--- src/rtl/gte_pkg.sv ---
package gte_pkg;
  typedef enum logic {
    TRIG_EDGE   = 1'b0,
    TRIG_TOGGLE = 1'b1
  } trig_mode_e;

  typedef struct packed {
    logic primed;
    logic prev;
    logic cur;
  } smp_state_t;
endpackage

--- src/rtl/gte_sync.sv ---
module gte_sync #(
  parameter int STAGES = 2
) (
  input  logic clk,
  input  logic rst_n,
  input  logic d,
  output logic q_o
);
  localparam int LAST = STAGES - 1;

  logic [LAST:0] q;
  logic [LAST:0] q_nxt;

  generate
    if (STAGES == 1) begin : g_one
      always_comb q_nxt = d;
    end else begin : g_chain
      always_comb q_nxt = {q[LAST-1:0], d};
    end
  endgenerate

  always_ff @(posedge clk or negedge rst_n) begin
    if (!rst_n) q <= '0;
    else        q <= q_nxt;
  end

  assign q_o = q[LAST];
endmodule

--- src/rtl/gte_sample.sv ---
module gte_sample
  import gte_pkg::*;
(
  input  logic clk,
  input  logic rst_n,
  input  logic tick,
  input  logic en,
  input  logic lvl,
  output logic cur,
  output logic prev,
  output logic vld
);
  smp_state_t st, st_nxt;
  logic       vld_q, vld_nxt;
  logic       st_ce;

  // Load enable: any tick in input mode, or the prime flag dropping in output mode.
  assign st_ce = tick | ~en;

  always_comb begin
    st_nxt  = st;
    vld_nxt = 1'b0;
    if (!en) begin
      st_nxt.primed = 1'b0;
    end else if (tick) begin
      if (!st.primed) begin
        st_nxt.primed = 1'b1;
        st_nxt.prev   = lvl;
        st_nxt.cur    = lvl;
      end else begin
        st_nxt.prev = st.cur;
        st_nxt.cur  = lvl;
        vld_nxt     = 1'b1;
      end
    end
  end

  always_ff @(posedge clk or negedge rst_n) begin
    if (!rst_n) begin
      st    <= '0;
      vld_q <= 1'b0;
    end else begin
      if (st_ce) st <= st_nxt;
      vld_q <= vld_nxt;
    end
  end

  assign cur  = st.cur;
  assign prev = st.prev;
  assign vld  = vld_q;

  p_capture_on_tick_r3: assert property (@(posedge clk) disable iff (!rst_n)
    !tick |=> $stable(st.cur));
  p_vld_follows_tick_r3: assert property (@(posedge clk) disable iff (!rst_n)
    vld_q |-> $past(tick));
  p_first_only_primes_r7: assert property (@(posedge clk) disable iff (!rst_n)
    (en && tick && !st.primed) |=> !vld_q);
endmodule

--- src/rtl/gte_trig.sv ---
module gte_trig
  import gte_pkg::*;
(
  input  logic       clk,
  input  logic       rst_n,
  input  logic       active,
  input  trig_mode_e mode,
  input  logic       vld,
  input  logic       cur,
  input  logic       prev,
  input  logic       clr,
  output logic       sts
);
  logic hit;
  logic sts_q, sts_nxt;

  always_comb begin
    hit = 1'b0;
    if (active && vld) begin
      unique case (mode)
        TRIG_EDGE:   hit = cur & ~prev;
        TRIG_TOGGLE: hit = cur ^ prev;
        default:     hit = 1'b0;
      endcase
    end
  end

  always_comb begin
    sts_nxt = sts_q;
    if (active) begin
      if (hit)      sts_nxt = 1'b1;
      else if (clr) sts_nxt = 1'b0;
    end
  end

  always_ff @(posedge clk or negedge rst_n) begin
    if (!rst_n) sts_q <= 1'b0;
    else        sts_q <= sts_nxt;
  end

  assign sts = sts_q;

  p_set_wins_r9: assert property (@(posedge clk) disable iff (!rst_n)
    hit |=> sts_q);
  p_clear_r8: assert property (@(posedge clk) disable iff (!rst_n)
    (active && clr && !hit) |=> !sts_q);
  p_frozen_out_mode_r10: assert property (@(posedge clk) disable iff (!rst_n)
    !active |=> $stable(sts_q));
  p_rise_needs_sample_r5: assert property (@(posedge clk) disable iff (!rst_n)
    $rose(sts_q) |-> $past(vld));
endmodule

--- src/rtl/gte_top.sv ---
module gte_top
  import gte_pkg::*;
#(
  parameter int SYNC_STAGES = 2,
  parameter int RST_STAGES  = 2
) (
  input  logic clk,
  input  logic rst_n,
  input  logic tick_1ms,
  input  logic pin_in,
  output logic pin_out,
  output logic pin_oe,
  input  logic dir_in,
  input  logic pol_inv,
  input  logic trig_toggle,
  input  logic out_data,
  input  logic evt_en,
  input  logic sts_clr,
  output logic sts,
  output logic pin_level,
  output logic evt
);
  logic rst_n_s;
  logic pin_sync;
  logic lvl_adj;
  logic smp_cur, smp_prev, smp_vld;

  // Asynchronous assert, synchronous release.
  gte_sync #(.STAGES(RST_STAGES)) u_rst_sync (
    .clk  (clk),
    .rst_n(rst_n),
    .d    (1'b1),
    .q_o  (rst_n_s)
  );

  gte_sync #(.STAGES(SYNC_STAGES)) u_pin_sync (
    .clk  (clk),
    .rst_n(rst_n_s),
    .d    (pin_in),
    .q_o  (pin_sync)
  );

  assign lvl_adj = pin_sync ^ pol_inv;

  gte_sample u_sample (
    .clk  (clk),
    .rst_n(rst_n_s),
    .tick (tick_1ms),
    .en   (dir_in),
    .lvl  (lvl_adj),
    .cur  (smp_cur),
    .prev (smp_prev),
    .vld  (smp_vld)
  );

  gte_trig u_trig (
    .clk   (clk),
    .rst_n (rst_n_s),
    .active(dir_in),
    .mode  (trig_mode_e'(trig_toggle)),
    .vld   (smp_vld),
    .cur   (smp_cur),
    .prev  (smp_prev),
    .clr   (sts_clr),
    .sts   (sts)
  );

  assign pin_oe    = ~dir_in;
  assign pin_out   = dir_in ? 1'b0 : out_data;
  assign pin_level = dir_in ? smp_cur : out_data;
  assign evt       = sts & evt_en;

  p_evt_needs_sts_r11: assert property (@(posedge clk) disable iff (!rst_n_s)
    $rose(evt) |-> (evt_en && sts));
endmodule

--- config.mk ---
export PLATFORM = sky130hd
export DESIGN_NAME = gte_top
export DESIGN_NICKNAME = d
export VERILOG_FILES = /design/src/rtl/gte_pkg.sv /design/src/rtl/gte_sync.sv /design/src/rtl/gte_sample.sv /design/src/rtl/gte_trig.sv /design/src/rtl/gte_top.sv
export SDC_FILE = /design/constraint.sdc
export NUM_CORES = 1
export LEC_CHECK = 0
export ABC_AREA = 1
export CORE_AREA = 2 2 39 41
export DETAILED_ROUTE_END_ITERATION = 10
export DIE_AREA = 0 0 41 43
export PLACE_DENSITY = 0.66
export RECOVER_POWER = 25
export SLEW_MARGIN = 10
export SYNTH_ARGS = -nofsm -noshare
export SYNTH_HDL_FRONTEND = slang
export SYNTH_SLANG_ARGS = --single-unit
--- constraint.sdc ---
create_clock -name clk -period 1.05 [get_ports clk]
set_clock_uncertainty 0.15 [all_clocks]
set_input_delay 0.21 -clock clk [delete_from_list [all_inputs] [get_ports clk]]
set_output_delay 0.21 -clock clk [all_outputs]
set_load 0.02 [all_outputs]
## Word level (Yosys, flattened, before mapping)

Index checks and enable logic that the tools add are counted.
W data, S select, Z words.

- Logic and storage cells: 33
- Register bits: 9
- Output and inout bits: 5

- Bitwise gates (word level): 8
- Reduce and logical (&&, ||, !) cells: 5
- Eq/ne operators: 1
- Mux-type cells: 12

Operator list:

| kind | count |
|---|---|
| $mux W1 | 9 |
| $reduce_and A2 Y1 | 2 |
| $mux W3 | 1 |
| $not A1 Y1 | 3 |
| $reduce_and A3 Y1 | 1 |
| $and A1 B1 Y1 | 2 |
| $mux W2 | 1 |
| $ne A2 B2 Y1 const B | 1 |
| $pmux W1 S2 | 1 |
| $reduce_bool A2 Y1 | 1 |
| $xor A1 B1 Y1 | 2 |
| $logic_and A1 B1 Y1 | 1 |
| $or A1 B1 Y1 | 1 |

## Depth between registers and ports, before layout

- Depth after elaboration: 6
- Depth in mapped cells: 5
- Gate-level depth less buffers: 5

## Cells and area by module

From an unflattened synthesis, not the netlist that was laid out.

- Cell total of the unflattened synthesis: 49
- Area, all modules: 392.9 um^2

Modules (own cells, without submodules):

| module | cells an instance | instances | area each (um^2) |
|---|---|---|---|
| gte_sample | 19 | 1 | 158.9 |
| gte_sync | 2 | 2 | 50.0 |
| gte_trig | 13 | 1 | 80.1 |
| gte_top | 13 | 1 | 53.8 |

## Least setup slack after synthesis

No wires, ideal clock.

- Path kind: input port to output port
- From: in out_data
- To: out pin_level
- Data arrival time: 0.824 ns
- Setup slack: -0.134 ns
- Path buffers: 0
- Stages: 3
- Cells stage by stage: inv_1 nor2_1 o21bai_1

- Longest elaborated chain between the ends: 1

Ends and longest elaborated chain:

| element | line | text |
|---|---|---|
| start, declared | gte_top.sv:16 | `input logic out_data,` |
| $mux W1 | gte_top.sv:70 | `assign pin_level = dir_in ? smp_cur : out_data;` |
| end, declared | gte_top.sv:20 | `output logic pin_level,` |

Every way passes these cells.

## Final worst setup path

- From: reg u_sample.st, in the netlist u_sample.cur
- To: out pin_level

- Longest elaborated chain between the ends: 1

Ends and longest elaborated chain:

| element | line | text |
|---|---|---|
| start, declared | gte_sample.sv:13 | `smp_state_t st, st_nxt;` |
| start signal, assigned | gte_sample.sv:43 | `if (st_ce) st <= st_nxt;` |
| $mux W1 | gte_top.sv:70 |  |

Every way passes these cells.

==> results_dict.tcl <==
set metrics [dict create \
    total_power_uw 832.9 \
    grt_overflow 0 \
    post-route-period-util_pct 120.9 \
    routedWlPerCell_um 7.950 \
    fin_ws_ns -0.2198 \
    synth_nets 53 \
    layout_common_cells "nand2_1, dfrtp_1, inv_1, clkdlybuf4s50_1, buf_4" \
    hp-class "reg -> async" \
    synth_area_um2 385.4 \
    cts_hold_buf 1 \
    synth_cells 42 \
    place_area_um2 574.3 \
    multi_input_area_um2 140.1 \
    clk_latency_ns 0.26 \
    clkSinkCount 9 \
    synth_cell_types 11 \
    seqPwrFrac_pct 47.4 \
    cts_buffer_depth 2 \
    first_global_vias 290 \
    yosysSeqAreaShare_pct 58.44 \
    antenna_found_initial 0 \
    grt_usage_pct 9.796 \
    antennaDiodeCount 0 \
    outcome "finished with violations" \
    p_switching_uw 219.0 \
    crit_type "reg -> out" \
    cts_buffers 3 \
    initial_core_util_pct 27.85 \
    syn-mean-instance-area_um2 9.175 \
    final_nets 76 \
    htreeDepth 1 \
    via_count 314 \
    die_x_um 41 \
    boundaryPins 15 \
    critPathLaunchType "register" \
    cp.arrival_ns 0.91 \
    drive_above_1_share_pct 34.38 \
    preCtsSetupSlack_ns -0.9210 \
    cts_tree "done" \
    power_frac_comb_pct 21.6 \
    fillCellCount 144 \
    period_minus_slack_ns 1.270 \
    dieArea_um2 1763 \
    whs_ns -0.04087 \
    dieHeight_um 43 \
    ant_nets 0 \
    post_cts_buffers 0 \
    final_common_cell "nand2_1" \
    synth_seq_cells 9 \
    cap_violations 0 \
    finalHoldViolations 7 \
    grt_setup_unrepaired "true" \
    wl_um 636 \
    rows 14 \
    synthToLayoutAreaGrowth_pct 59.42 \
    clk_pin_slew_ns 0.06 \
    coreArea_um2 1384 \
    initialDrtViolationCount 5 \
    regArea_um2 225.2 \
    grt_pass1_wl_mm 1.090 \
    max_freq_mhz 787.5 \
    drtPass1Iterations 2 \
    peakVddDrop_mv 0.9078 \
    power.internal_uw 613.9 \
    power_density_nw_per_um2 1356 \
    grt_max_degree 8 \
    ys_warn_count 0 \
    power_frac_clock_pct 31.0 \
    finalSetupTns_ns -0.7220 \
    drv_slew 0 \
    cts_root_buffer "clkbuf_4" \
    place.gp.congestion 0.7060 \
    setup_violations 4 \
    fin_area_um2 614.3 \
    worstPathRequired_ns 0.69 \
    leakage_uw 0.0003241 \
    endpoint_kind "output port" \
    switching_share_pct 26.29 \
    violations "negative hold slack, negative setup slack" \
    drcViolationCount 0 \
    portBuffers 14 \
    cp_max_fo 2 \
    hpwl_um 511.6 \
    routed_via_density 3.925 \
]
-- sequential cells by signal, indices dropped and copies added, names as in the netlist --
register,count
u_trig.sts,1
u_sample.vld,1
u_pin_sync.q,2
u_sample.st,1
u_sample.cur,1
u_rst_sync.q,2
u_sample.prev,1
-- worst paths after layout --
kind,depth (start not counted),from,slack (ns),to
worst max-delay path,3,u_sample.cur$_DFFE_PN0P_,-0.22,pin_level
worst min-delay path,0,u_rst_sync.q[1]$_DFF_PN0_,-0.04,u_sample.prev$_DFFE_PN0P_
worst max register to register,5,u_sample.cur$_DFFE_PN0P_,-0.21,u_trig.sts$_DFFE_PN0P_
worst min register to register,0,u_rst_sync.q[1]$_DFF_PN0_,-0.04,u_sample.prev$_DFFE_PN0P_
max in group asynchronous,2,rst_n,0.13,u_rst_sync.q[1]$_DFF_PN0_
min in group clk,3,dir_in,0.09,u_trig.sts$_DFFE_PN0P_
-- metrics by stage --
step	util, %	cells	hold WS (ns)
final	44.39	80	-0.04087
after global routing	44.39	80	-0.01136
after CTS	44.21	80	-0.02807
after floorplan	-	42	-0.2356
after global placement	41.50	75	-0.03398
after detailed placement	41.50	75	-0.03388
-- power groups by stage --
| stage | Clock [uW] | Combinational, uW | Sequential [uW] |
|---|---|---|---|
| after detailed placement | 0 | 173 | 400 |
| after global routing | 294 | 200 | 399 |
| after global placement | 0 | 169 | 399 |
| after CTS | 275 | 183 | 396 |
| final | 258 | 180 | 395 |
| after floorplan | 0 | 76.9 | 403 |
-- worst max-delay path: stages (launching register included) --
cell and delay [ns]:
dfrtp_1 0.39, inv_2 0.08, o21bai_4 0.05, buf_6 0.13
-- cells by family (layout without fill, tap and decap cells) --
| logic type | Yosys count | in the layout | share of synthesized area, % |
|---|---|---|---|
| buf+inv | 9 | 31 | 8.766 |
| compound gates | 5 | 5 | 7.144 |
| simple gates | 17 | 17 | 21.43 |
| fa+ha+maj | 1 | 1 | 3.246 |
| other cells | 1 | 1 | 0.9731 |
| flops | 9 | 9 | 58.44 |
-- final cells by class --
cell class	count	area share [%]
clock inverters	1	0.8147
well taps	16	3.259
repair buffers	18	27.29
clock buffers	3	3.666
flip-flops and latches	9	36.66
inverters	9	5.499
multi-input cells	24	22.81
-- repair_timing --
item                                    in CTS  in global routing
hold endpoints to repair                     9                  7
endpoints found under the setup margin       9                  6
gates resized for setup                     39                  1
cloned                                       0                  0
pin swaps                                    3                  1
-- synthesized netlist by cell type --
master	count	area, um^2
inv_1	9	33.78
nand2_1	11	41.29
dfrtp_1	9	225.2
ha_1	1	12.51
o21bai_1	1	7.510
conb_1	1	3.750
nor2_4	1	11.26
nand2_2	2	12.51
nor2_1	2	7.510
nand3_2	1	10.01
o21ai_0	4	20.02
-- per-layer routing --
metal	part of all wire, %	global-route usage, %
met5	0	0
met4	0	4.000
met3	10	8.377
met2	48	14.06
met1	41	9.831
No activity file was read; power rests on OpenSTA's default activity.
